===== src/rtl/nfi_pkg.sv =====
package nfi_pkg;

    typedef enum logic [3:0] {
        ST_IDLE,
        ST_RD_ADDR,
        ST_RD_CONF,
        ST_PG_ADDR,
        ST_PG_DATA,
        ST_ER_ADDR,
        ST_ER_CONF,
        ST_COL_ADDR,
        ST_COL_CONF
    } seq_state_t;

    typedef enum logic [1:0] {
        OUT_ARRAY,
        OUT_STATUS,
        OUT_IDENT
    } out_mode_t;

    localparam logic [7:0] OP_READ      = 8'h00;
    localparam logic [7:0] OP_READ_GO   = 8'h30;
    localparam logic [7:0] OP_CACHE_GO  = 8'h31;
    localparam logic [7:0] OP_CACHE_END = 8'h34;
    localparam logic [7:0] OP_COL       = 8'h05;
    localparam logic [7:0] OP_COL_GO    = 8'hE0;
    localparam logic [7:0] OP_PROG      = 8'h80;
    localparam logic [7:0] OP_PROG_GO   = 8'h10;
    localparam logic [7:0] OP_ERASE     = 8'h60;
    localparam logic [7:0] OP_ERASE_GO  = 8'hD0;
    localparam logic [7:0] OP_STATUS    = 8'h70;
    localparam logic [7:0] OP_IDENT     = 8'h90;
    localparam logic [7:0] OP_RESET     = 8'hFF;

    localparam logic [7:0] ID_MAKER  = 8'hAD;
    localparam logic [7:0] ID_DEVICE = 8'hD3;

    function automatic logic op_known(input logic [7:0] b);
        return (b == OP_READ) || (b == OP_READ_GO) || (b == OP_CACHE_GO) ||
               (b == OP_CACHE_END) || (b == OP_COL) || (b == OP_COL_GO) ||
               (b == OP_PROG) || (b == OP_PROG_GO) || (b == OP_ERASE) ||
               (b == OP_ERASE_GO) || (b == OP_STATUS) || (b == OP_IDENT) ||
               (b == OP_RESET);
    endfunction

endpackage


===== src/rtl/nfi_strobe.sv =====
module nfi_strobe (
    input  logic clk,
    input  logic rst_n,
    input  logic ce_n,
    input  logic cle,
    input  logic ale,
    input  logic we_n,
    input  logic re_n,
    output logic cmd_stb_o,
    output logic adr_stb_o,
    output logic dat_stb_o,
    output logic rd_stb_o
);
    logic we_d;
    logic re_d;
    logic we_rise;

    always_ff @(posedge clk or negedge rst_n) begin
        if (!rst_n) begin
            we_d <= 1'b1;
            re_d <= 1'b1;
        end else begin
            we_d <= we_n;
            re_d <= re_n;
        end
    end

    assign we_rise   = !we_d && we_n && !ce_n;
    assign cmd_stb_o = we_rise && cle && !ale;
    assign adr_stb_o = we_rise && ale && !cle;
    assign dat_stb_o = we_rise && !ale && !cle;
    assign rd_stb_o  = !re_d && re_n && !ce_n;

endmodule


===== src/rtl/nfi_busy_timer.sv =====
module nfi_busy_timer #(
    parameter int BUSY_CYCLES = 64,
    parameter int WP_FILT_CYC = 5
) (
    input  logic clk,
    input  logic rst_n,
    input  logic start_i,
    input  logic wr_op_i,
    input  logic cancel_i,
    input  logic wp_n_i,
    output logic busy_o,
    output logic abort_o
);
    localparam int CNT_W = $clog2(BUSY_CYCLES + 1);
    localparam int WPC_W = $clog2(WP_FILT_CYC + 1);

    logic [CNT_W-1:0] cnt_q;
    logic [WPC_W-1:0] wp_lo_q;
    logic             wr_op_q;
    logic             wp_settled;

    assign busy_o     = (cnt_q != '0);
    assign wp_settled = (wp_lo_q == WPC_W'(WP_FILT_CYC));
    assign abort_o    = busy_o && wr_op_q && wp_settled;

    always_ff @(posedge clk or negedge rst_n) begin
        if (!rst_n) begin
            wp_lo_q <= '0;
        end else if (wp_n_i) begin
            wp_lo_q <= '0;
        end else if (!wp_settled) begin
            wp_lo_q <= wp_lo_q + 1'b1;
        end
    end

    always_ff @(posedge clk or negedge rst_n) begin
        if (!rst_n) begin
            cnt_q   <= '0;
            wr_op_q <= 1'b0;
        end else if (cancel_i || abort_o) begin
            cnt_q   <= '0;
            wr_op_q <= 1'b0;
        end else if (start_i) begin
            cnt_q   <= CNT_W'(BUSY_CYCLES);
            wr_op_q <= wr_op_i;
        end else if (busy_o) begin
            cnt_q   <= cnt_q - 1'b1;
        end
    end

    AST_BUSY_FROM_START: assert property (@(posedge clk) disable iff (!rst_n)
        $rose(busy_o) |-> $past(start_i));

    AST_ABORT_NEEDS_WP: assert property (@(posedge clk) disable iff (!rst_n)
        abort_o |-> (!wp_n_i && $past(!wp_n_i)));

endmodule


===== src/rtl/nfi_page_buf.sv =====
module nfi_page_buf #(
    parameter int DEPTH = 16,
    parameter int AW    = $clog2(DEPTH)
) (
    input  logic          clk,
    input  logic          rst_n,
    input  logic          wr_en_i,
    input  logic [AW-1:0] wr_idx_i,
    input  logic [7:0]    wr_data_i,
    input  logic [AW-1:0] rd_idx_i,
    output logic [7:0]    rd_data_o
);
    logic [7:0] cells_q [DEPTH];

    always_ff @(posedge clk or negedge rst_n) begin
        if (!rst_n) begin
            for (int i = 0; i < DEPTH; i++) begin
                cells_q[i] <= 8'h00;
            end
        end else if (wr_en_i) begin
            cells_q[wr_idx_i] <= wr_data_i;
        end
    end

    assign rd_data_o = cells_q[rd_idx_i];

endmodule


===== src/rtl/nand_cmd_front.sv =====
module nand_cmd_front
    import nfi_pkg::*;
#(
    parameter int PAGE_DATA   = 2048,
    parameter int PAGE_SPARE  = 64,
    parameter int ADDR_CYC    = 5,
    parameter int COL_CYC     = 2,
    parameter int BUSY_CYCLES = 64,
    parameter int WP_FILT_CYC = 5,
    parameter int BUF_DEPTH   = 16
) (
    input  logic       clk,
    input  logic       rst_n,
    input  logic       ce_n,
    input  logic       cle,
    input  logic       ale,
    input  logic       we_n,
    input  logic       re_n,
    input  logic       wp_n,
    input  logic [7:0] io_in,
    output logic [7:0] io_out,
    output logic       busy
);
    localparam int COL_TOTAL = PAGE_DATA + PAGE_SPARE;
    localparam int COL_W     = $clog2(COL_TOTAL);
    localparam int BUF_AW    = $clog2(BUF_DEPTH);
    localparam int ACNT_W    = $clog2(ADDR_CYC + 1);

    seq_state_t st_q, st_n;
    out_mode_t  mode_q;

    logic cmd_stb, adr_stb, dat_stb, rd_stb;
    logic tmr_start, tmr_wr, tmr_abort;
    logic hard_rst, go_status, go_id, go_array, load_col;
    logic cache_set, cache_clr, prot_fail, acnt_clr;
    logic collecting, adr_take, dat_take, col_step, id_step;

    logic [COL_W-1:0]  col_q, col_next, col_addr;
    logic [ACNT_W-1:0] acnt_q;
    logic [7:0]        a0_q, a1_q;
    logic [15:0]       col_raw;
    logic              fail_q, cache_q;
    logic [1:0]        id_q;
    logic [7:0]        buf_rd, status_byte;

    nfi_strobe u_strobe (
        .clk       (clk),
        .rst_n     (rst_n),
        .ce_n      (ce_n),
        .cle       (cle),
        .ale       (ale),
        .we_n      (we_n),
        .re_n      (re_n),
        .cmd_stb_o (cmd_stb),
        .adr_stb_o (adr_stb),
        .dat_stb_o (dat_stb),
        .rd_stb_o  (rd_stb)
    );

    nfi_busy_timer #(
        .BUSY_CYCLES (BUSY_CYCLES),
        .WP_FILT_CYC (WP_FILT_CYC)
    ) u_timer (
        .clk      (clk),
        .rst_n    (rst_n),
        .start_i  (tmr_start),
        .wr_op_i  (tmr_wr),
        .cancel_i (hard_rst),
        .wp_n_i   (wp_n),
        .busy_o   (busy),
        .abort_o  (tmr_abort)
    );

    nfi_page_buf #(
        .DEPTH (BUF_DEPTH),
        .AW    (BUF_AW)
    ) u_buf (
        .clk       (clk),
        .rst_n     (rst_n),
        .wr_en_i   (dat_take),
        .wr_idx_i  (col_q[BUF_AW-1:0]),
        .wr_data_i (io_in),
        .rd_idx_i  (col_q[BUF_AW-1:0]),
        .rd_data_o (buf_rd)
    );

    // column arithmetic
    assign col_raw  = {a1_q, a0_q};
    assign col_addr = (int'(col_raw) < COL_TOTAL) ? col_raw[COL_W-1:0] : '0;
    assign col_next = (col_q == COL_W'(COL_TOTAL - 1)) ? '0 : col_q + 1'b1;

    assign collecting = (st_q == ST_RD_ADDR) || (st_q == ST_PG_ADDR) ||
                        (st_q == ST_ER_ADDR) || (st_q == ST_COL_ADDR);
    assign adr_take   = adr_stb && !busy && collecting &&
                        (acnt_q != ACNT_W'(ADDR_CYC));
    assign dat_take   = dat_stb && !busy && (st_q == ST_PG_DATA);
    assign col_step   = dat_take || (rd_stb && !busy && mode_q == OUT_ARRAY);
    assign id_step    = rd_stb && (mode_q == OUT_IDENT) && (id_q != 2'd2);

    // sequencer decode
    always_comb begin
        st_n      = st_q;
        tmr_start = 1'b0;
        tmr_wr    = 1'b0;
        hard_rst  = 1'b0;
        go_status = 1'b0;
        go_id     = 1'b0;
        go_array  = 1'b0;
        load_col  = 1'b0;
        cache_set = 1'b0;
        cache_clr = 1'b0;
        prot_fail = 1'b0;
        acnt_clr  = 1'b0;
        if (cmd_stb) begin
            if (io_in == OP_RESET) begin
                hard_rst = 1'b1;
                st_n     = ST_IDLE;
            end else if (busy) begin
                if (io_in == OP_STATUS) go_status = 1'b1;
            end else if (st_q == ST_RD_CONF &&
                         (io_in == OP_READ_GO || io_in == OP_CACHE_GO)) begin
                st_n      = ST_IDLE;
                tmr_start = 1'b1;
                load_col  = 1'b1;
                go_array  = 1'b1;
                cache_set = (io_in == OP_CACHE_GO);
            end else if ((st_q == ST_PG_DATA && io_in == OP_PROG_GO) ||
                         (st_q == ST_ER_CONF && io_in == OP_ERASE_GO)) begin
                st_n = ST_IDLE;
                if (wp_n) begin
                    tmr_start = 1'b1;
                    tmr_wr    = 1'b1;
                end else begin
                    prot_fail = 1'b1;
                end
            end else if (st_q == ST_COL_CONF && io_in == OP_COL_GO) begin
                st_n     = ST_IDLE;
                load_col = 1'b1;
                go_array = 1'b1;
            end else begin
                case (io_in)
                    OP_READ: begin
                        st_n     = ST_RD_ADDR;
                        acnt_clr = 1'b1;
                        go_array = 1'b1;
                    end
                    OP_PROG: begin
                        st_n     = ST_PG_ADDR;
                        acnt_clr = 1'b1;
                    end
                    OP_ERASE: begin
                        st_n     = ST_ER_ADDR;
                        acnt_clr = 1'b1;
                    end
                    OP_COL: begin
                        if (cache_q) begin
                            st_n = ST_IDLE;
                        end else begin
                            st_n     = ST_COL_ADDR;
                            acnt_clr = 1'b1;
                        end
                    end
                    OP_STATUS: begin
                        st_n      = ST_IDLE;
                        go_status = 1'b1;
                    end
                    OP_IDENT: begin
                        st_n  = ST_IDLE;
                        go_id = 1'b1;
                    end
                    OP_CACHE_END: begin
                        if (cache_q) begin
                            st_n      = ST_IDLE;
                            tmr_start = 1'b1;
                            cache_clr = 1'b1;
                        end
                    end
                    default: ;
                endcase
            end
        end else if (adr_take) begin
            unique case (st_q)
                ST_RD_ADDR:  if (acnt_q == ACNT_W'(ADDR_CYC - 1)) st_n = ST_RD_CONF;
                ST_ER_ADDR:  if (acnt_q == ACNT_W'(ADDR_CYC - 1)) st_n = ST_ER_CONF;
                ST_PG_ADDR: begin
                    if (acnt_q == ACNT_W'(ADDR_CYC - 1)) begin
                        st_n     = ST_PG_DATA;
                        load_col = 1'b1;
                    end
                end
                ST_COL_ADDR: if (acnt_q == ACNT_W'(COL_CYC - 1)) st_n = ST_COL_CONF;
                default: ;
            endcase
        end
    end

    // state register
    always_ff @(posedge clk or negedge rst_n) begin
        if (!rst_n) st_q <= ST_IDLE;
        else        st_q <= st_n;
    end

    // output-side registers
    always_ff @(posedge clk or negedge rst_n) begin
        if (!rst_n) begin
            mode_q  <= OUT_ARRAY;
            col_q   <= '0;
            acnt_q  <= '0;
            a0_q    <= 8'h00;
            a1_q    <= 8'h00;
            fail_q  <= 1'b0;
            cache_q <= 1'b0;
            id_q    <= 2'd0;
        end else if (hard_rst) begin
            mode_q  <= OUT_ARRAY;
            col_q   <= '0;
            acnt_q  <= '0;
            fail_q  <= 1'b0;
            cache_q <= 1'b0;
            id_q    <= 2'd0;
        end else begin
            if (go_status) mode_q <= OUT_STATUS;
            if (go_array)  mode_q <= OUT_ARRAY;
            if (go_id) begin
                mode_q <= OUT_IDENT;
                id_q   <= 2'd0;
            end else if (id_step) begin
                id_q <= id_q + 1'b1;
            end
            if (load_col)      col_q <= col_addr;
            else if (col_step) col_q <= col_next;
            if (cache_set) cache_q <= 1'b1;
            if (cache_clr) cache_q <= 1'b0;
            if (prot_fail || tmr_abort) fail_q <= 1'b1;
            else if (tmr_start && tmr_wr) fail_q <= 1'b0;
            if (acnt_clr) begin
                acnt_q <= '0;
            end else if (adr_take) begin
                acnt_q <= acnt_q + 1'b1;
                if (acnt_q == ACNT_W'(0)) a0_q <= io_in;
                if (acnt_q == ACNT_W'(1)) a1_q <= io_in;
            end
        end
    end

    assign status_byte = {wp_n, !busy, 5'b00000, fail_q};

    always_comb begin
        unique case (mode_q)
            OUT_STATUS: io_out = status_byte;
            OUT_IDENT:  io_out = (id_q == 2'd0) ? ID_MAKER :
                                 (id_q == 2'd1) ? ID_DEVICE : 8'h00;
            default:    io_out = buf_rd;
        endcase
    end

    AST_COL_RANGE: assert property (@(posedge clk) disable iff (!rst_n)
        int'(col_q) < COL_TOTAL);

    AST_UNKNOWN_QUIET: assert property (@(posedge clk) disable iff (!rst_n)
        (cmd_stb && !op_known(io_in)) |-> !tmr_start);

    AST_NO_START_WHILE_BUSY: assert property (@(posedge clk) disable iff (!rst_n)
        tmr_start |-> !busy);

    AST_STATUS_HOLD: assert property (@(posedge clk) disable iff (!rst_n)
        (mode_q == OUT_STATUS && !cmd_stb) |=> (mode_q == OUT_STATUS));

endmodule


===== config.mk =====
export PLATFORM = sky130hd
export DESIGN_NAME = nand_cmd_front
export DESIGN_NICKNAME = d
export VERILOG_FILES = /design/src/rtl/nfi_pkg.sv /design/src/rtl/nfi_strobe.sv /design/src/rtl/nfi_busy_timer.sv /design/src/rtl/nfi_page_buf.sv /design/src/rtl/nand_cmd_front.sv
export SDC_FILE = /design/constraint.sdc
export NUM_CORES = 1
export LEC_CHECK = 0
export ABC_CLOCK_PERIOD_IN_PS = 6600
export BUFFER_PORTS_ARGS = -buffer_cell sky130_fd_sc_hd__buf_2
export CAP_MARGIN = 10
export CORE_MARGIN = 2
export CORE_UTILIZATION = 65
export DETAILED_ROUTE_END_ITERATION = 6
export PLACE_DENSITY = 0.93
export SLEW_MARGIN = 40
export SYNTH_ARGS = -nofsm -noshare
export SYNTH_HDL_FRONTEND = slang
export SYNTH_SLANG_ARGS = --single-unit

===== constraint.sdc =====
create_clock -name clk -period 6.6 [get_ports clk]
set_input_delay 0.99 -clock clk [delete_from_list [all_inputs] [get_ports clk]]
set_output_delay 0.99 -clock clk [all_outputs]
set_load 0.005 [all_outputs]

# Yosys cells after proc, flatten, opt, wreduce, memory -nomap -nowiden
# Index checks and enable logic that the tools add are counted.
dict set report word_totals {
  inputBits 16
  ff_bits 182
  word_cells 260
}
dict set report classes {
  n_reduce_logical 61
  eq_ne 37
  muxes 121
  add_sub_neg 5
  n_lt_le_gt_ge 3
  bitwise 3
}
# op count
set ops {}
lappend ops {{$bwmux W128} 1}
lappend ops {{$mux W1} 76}
lappend ops {{$mux W12} 5}
lappend ops {{$mux W4} 12}
lappend ops {{$eq A8 B8 Y1 const B} 5}
lappend ops {{$mux W8} 5}
lappend ops {{$bmux W8 S4} 1}
lappend ops {{$demux W8 S4} 1}
lappend ops {{$logic_and A1 B1 Y1} 27}
lappend ops {{$eq A8 B6 Y1 const B} 3}
lappend ops {{$pmux W4 S6} 1}
lappend ops {{$mux W7} 3}
lappend ops {{$mux W3} 6}
lappend ops {{$reduce_bool A3 Y1} 6}
lappend ops {{$eq A4 B3 Y1 const B} 4}
lappend ops {{$eq A8 B7 Y1 const B} 2}
lappend ops {{$lt A16 B12 Y1 const B} 1}
lappend ops {{$pmux W4 S4} 1}
lappend ops {{$pmux W8 S2} 1}
lappend ops {{$ne A3 B2 Y1 const B} 5}
lappend ops {{$mux W2} 7}
lappend ops {{$add A12 B1 Y12 const B} 1}
lappend ops {{$eq A12 B12 Y1 const B} 1}
lappend ops {{$ne A11 B2 Y1 const B} 1}
lappend ops {{other kinds (33)} 54}

# Longest topological paths before layout
dict set report depth {
  ltp_word 12
  mapped_depth 10
  depth_no_buf 8
}

# By module
# From an unflattened synthesis, not the netlist that was laid out.
dict set report unflattened {
  hier_cells 752
  area_unflattened_um2 9475.3
}
# module instances cells_per_inst area_per_inst_um2
set modules_own_cells {}
lappend modules_own_cells {nfi_page_buf 1 365 5915.7}
lappend modules_own_cells {nand_cmd_front 1 317 2817.7}
lappend modules_own_cells {nfi_busy_timer 1 63 631.9}
lappend modules_own_cells {nfi_strobe 1 7 110.1}

# Worst setup path after synthesis
# Ideal clock, no wire load.
dict set report synth_path {
  path_kind {flip-flop to output port}
  startpoint {register col_q[0]}
  endpoint {output io_out[6]}
  arrival_ns 2.170
  setup_slack_ns 3.440
  stages_incl_launch_ff 7
  cell_sequence {dfrtp_1 > buf_2 > clkbuf_1 > mux4_2 > mux4_2 > nor2_1 > a21oi_1}
}
dict set report synth_between {
  elab_chain_len 5
}
# item line_no
set synth_lines {}
lappend synth_lines {{from (decl)} nand_cmd_front.sv:38} ;# logic [COL_W-1:0] col_q, col_next, col_addr;
lappend synth_lines {{from (signal assigned)} nand_cmd_front.sv:230} ;# if (load_col) col_q <= col_addr;
lappend synth_lines {{from (signal assigned)} nand_cmd_front.sv:231} ;# else if (col_step) col_q <= col_next;
lappend synth_lines {{$not A4 Y5 (not written as such)} nfi_page_buf.sv:25} ;# assign rd_data_o = cells_q[rd_idx_i];
lappend synth_lines {{$bmux W8 S4} nfi_page_buf.sv:25}
lappend synth_lines {{$mux W8 (not written as such) (2 in series)} nfi_page_buf.sv:25}
lappend synth_lines {{$pmux W8 S2} nand_cmd_front.sv:249} ;# unique case (mode_q)
lappend synth_lines {{to (decl)} nand_cmd_front.sv:21} ;# output logic [7:0] io_out,
# Every way passes these cells. The select of a mux whose other input is x is not followed.

# Worst setup path in the final report
dict set report layout_path {
  startpoint {register col_q[0]}
  endpoint {output io_out[5]}
}
# Same word-level chain as after synthesis.

==> results.md <==
Routing
* 6.93 — post-detailed-route via-to-cell ratio
* 22600 um — Detailed Route WL
* 5 — number of detailed-routing iterations run before antenna repair
* 0 — DRC errors left
* 24.3 um — routed length per placed instance
* 0 — remaining antenna violation count
* 673 — Iteration-0 DRC Markers
* 6445 — via count

Global route
* 36000 um — first-pass GRT wire length
* 0 — residual overflow from global routing
* 6773 — number of global-route vias before repair
* 115 — maximum number of pins on one net before global-route repair
* 31.8% — global-route total usage across every layer
* 0 — antenna violations before repair

Placed design
* 3.17 ns — worst setup slack after placement
* 14000 um — sum of net half-perimeters after detailed placement
* 0.903 — weighted congestion at the end of routability-driven global placement
* 897 — post-placement cell count
* 24 — number of input and output port buffers inserted
* 9530 um2 — dpl cell area

Timing
* 2.70 ns — Worst Setup Slack, final
* 257 MHz — Achievable Freq
* 0 — final count of hold timing violations
* 0 ns — final setup TNS
* 0 — Finish-stage setup viols
* 59.0% — final clock period utilization by the worst path
* false — unrepaired setup endpoints after global routing
* 0 — count of pins over their slew limit
* 3.90 ns — crit path time final
* 0.00730 ns — final clock skew
* 0.844 ns — slew at the pin with the worst max-slew slack
* 43.7% — max-slew headroom at the worst pin

Clock network
* done — CTS tree
* 17 — number of buffers created by CTS
* 2 — largest buffer count on any clock path
* sky130_fd_sc_hd__clkbuf_16 — root buf cell
* 4 — H-tree level count
* 0.43 ns — clock insertion delay at the later pin of the skew report
* 0 — buffer count from post-CTS setup fixing
* 0.06 ns — clock transition at the registers of the reported paths
* 0 — cts-stage hold buffer count
* 0 — number of gates resized after cts
* 182 — CTS sink cnt

Logic synthesis
* 735 — gate count after technology mapping
* sky130_fd_sc_hd__dfrtp_1, sky130_fd_sc_hd__mux2_2, sky130_fd_sc_hd__mux4_2 — top cells by area, synth
* 9340 um2 — post-synth design cell area
* 12.7 um2 — post-synthesis average cell area
* sky130_fd_sc_hd__dfrtp_1, sky130_fd_sc_hd__mux2_2, sky130_fd_sc_hd__nand2_1 — commonest cells in the netlist
* 100% — Post-synth ARST share
* 182 — post-synthesis register bit count
* 61 — count of cell types in the netlist
* 0 — Post-synth EDFFs
* 48.8% — sequential share of the synthesized area
* 48.2% — post-synth top area share
* 0 — YS warnings
* sky130_fd_sc_hd__dfrtp_1 — largest area contributor in the netlist
* sky130_fd_sc_hd__dfrtp_1 — most used standard cell by instance count after synthesis
* 768 — syn_nets
* sky130_fd_sc_hd__dfrtp_1 — leading register cell type out of synthesis

Finish
* 770 — number of nets in the final layout
* 10200 um2 — Non-Filler Cell Area, Final
* 0 — count of antenna diodes in the layout
* 73.1% — core occupancy in the finished layout
* 35.2% — layout cell share with drive strength beyond 1
* 9.04% — Area growth syn-to-layout
* 930 — count of placed standard cells in the final layout, fillers left out

Flow run
* 0 — max-cap violation count

Critical path
* 2.91 ns — signal arrival time at the worst endpoint
* id_q[0]$_DFFE_PN0P_ — worst reg2reg path endpoint
* output pin — element type at the critical path end
* 40 — Worst Path Max Fanout
* 8 — r2r worst-path depth
* register — CP startpoint kind
* col_q[0]$_DFFE_PN0P_ — worst setup path startpoint
* register to output pin — critical path class
* 5.61 ns — CP Data Required Time
* 3.50 ns — flop-to-flop setup slack
* u_timer.cnt_q[0]$_DFFE_PN0P_ — worst r2r src

Power
* 48.9% — relative contribution of sequential cells to total power
* 234 nW/um2 — Power per Cell Area
* 4.78 nW — leakage component of the power
* 0.211 mV — VDD IR-drop max
* 6.3% — proportion of power drawn by combinational gates
* 22.5% — switch share
* 536 uW — net switching power of the design
* 1.85 mW — internal power component
* 44.8% — share of power burned in the clock network

Die
* 15300 um2 — total die area
* 67.0% — initial core utilization
* 25 — Ports
* 124 um — width of the die
* 124 um — vertical die dimension
* 13900 um2 — core area
* 43 — site row count

Hold path
* input port to async pin — class of the tightest hold or removal check

Status
* completed — run status

## through the flow
stage	total power, mW	hold slack (ns)
finish	2.38	0.435
global route	2.46	0.451
CTS	2.38	0.502
detailed placement	1.33	0.488
global placement	1.32	0.481
floorplan	1.27	0.472
## flip-flops by register name, indices dropped and copies added (netlist names), 2 cells and up
register         cells
a0_q                 8
col_q               12
acnt_q               3
mode_q               2
st_q                 4
id_q                 2
u_timer.cnt_q        7
u_timer.wp_lo_q      3
u_buf.cells_q      128
a1_q                 8
## cell type report
class	count	area, um2
inverters	23	86.3
multi-input cells	484	4510
well taps	180	225
clock inverters	9	149
clock buffers	23	468
repair buffers	29	191
flip-flops and latches	182	4560
fillers	816	3750
## cells by family (layout without fill, tap and decap cells)
group                    Yosys count  in the layout  synth area share (%)
AND/OR/NAND/NOR                  192            192                  11.5
AO/OA/AOI/OAI                     71             71                  5.38
XOR/XNOR                          14             14                  1.31
adder cells (fa/ha/maj)           17             17                  2.28
flip-flops                       182            182                  48.8
buffers and inverters             69             84                  3.07
multiplexers                     190            190                  27.7
## how the worst max path moves through the flow
stage	endpoint	slack, ns	depth (start not counted)
floorplan	io_out[6]	3.44	6
global placement	io_out[6]	3.24	6
detailed placement	col_q[11]$_DFFE_PN0P_	3.17	7
CTS	io_out[5]	2.75	6
global route	io_out[5]	2.59	6
finish	io_out[5]	2.70	6
## metal layers
layer	global-route usage [%]	wire, um	part of all wire, %
met1	40.3	8910	39
met4	17.8	686	3.0
met5	0	0	0
met3	8.61	1780	7.9
met2	49.9	11300	50
## worst max-delay path: stages, from the launching register on
cell and delay [ns]:
sky130_fd_sc_hd__dfrtp_2 0.35, sky130_fd_sc_hd__buf_4 0.58, sky130_fd_sc_hd__mux4_2 0.60, sky130_fd_sc_hd__mux4_2 0.46, sky130_fd_sc_hd__inv_1 0.08, sky130_fd_sc_hd__o21ai_0 0.17, sky130_fd_sc_hd__buf_2 0.21
## power by group through the flow
stage          Sequential (mW)  Combinational (mW)  Clock (mW)
2_1_floorplan             1.18              0.0915           0
3_3_place_gp              1.18               0.135           0
3_5_place_dp              1.18               0.147           0
4_1_cts                   1.16               0.148        1.07
5_1_grt                   1.17               0.170        1.13
6_report                  1.16               0.151        1.07
## placed cells by master (no fill, tap or decap), types with 4 or more instances in the layout
master / Yosys / routed
sky130_fd_sc_hd__mux4_2: 40 / 40
sky130_fd_sc_hd__nor3b_1: 6 / 6
sky130_fd_sc_hd__nor3_1: 12 / 12
sky130_fd_sc_hd__nand2_1: 49 / 49
sky130_fd_sc_hd__a21oi_1: 18 / 17
sky130_fd_sc_hd__bufinv_16: 0 / 4
sky130_fd_sc_hd__dfrtp_1: 180 / 179
sky130_fd_sc_hd__nand4_1: 8 / 8
sky130_fd_sc_hd__xnor2_1: 8 / 8
sky130_fd_sc_hd__o21ai_0: 17 / 17
sky130_fd_sc_hd__clkbuf_16: 0 / 17
sky130_fd_sc_hd__and2_1: 5 / 5
sky130_fd_sc_hd__nand3_1: 18 / 18
sky130_fd_sc_hd__a31oi_1: 4 / 4
sky130_fd_sc_hd__a21o_1: 5 / 5
sky130_fd_sc_hd__mux2_2: 144 / 144
sky130_fd_sc_hd__ha_1: 17 / 17
sky130_fd_sc_hd__nor2_1: 34 / 34
sky130_fd_sc_hd__nor4_1: 9 / 8
sky130_fd_sc_hd__clkbuf_1: 34 / 4
sky130_fd_sc_hd__a211oi_1: 7 / 7
sky130_fd_sc_hd__nand2b_1: 9 / 9
sky130_fd_sc_hd__xor2_1: 6 / 6
sky130_fd_sc_hd__buf_2: 7 / 23
sky130_fd_sc_hd__clkinv_2: 0 / 4
sky130_fd_sc_hd__or4_1: 6 / 6
sky130_fd_sc_hd__inv_1: 23 / 23
sky130_fd_sc_hd__or3_1: 5 / 5
sky130_fd_sc_hd__nor2b_1: 7 / 7
(Power assumes the default switching activity.)
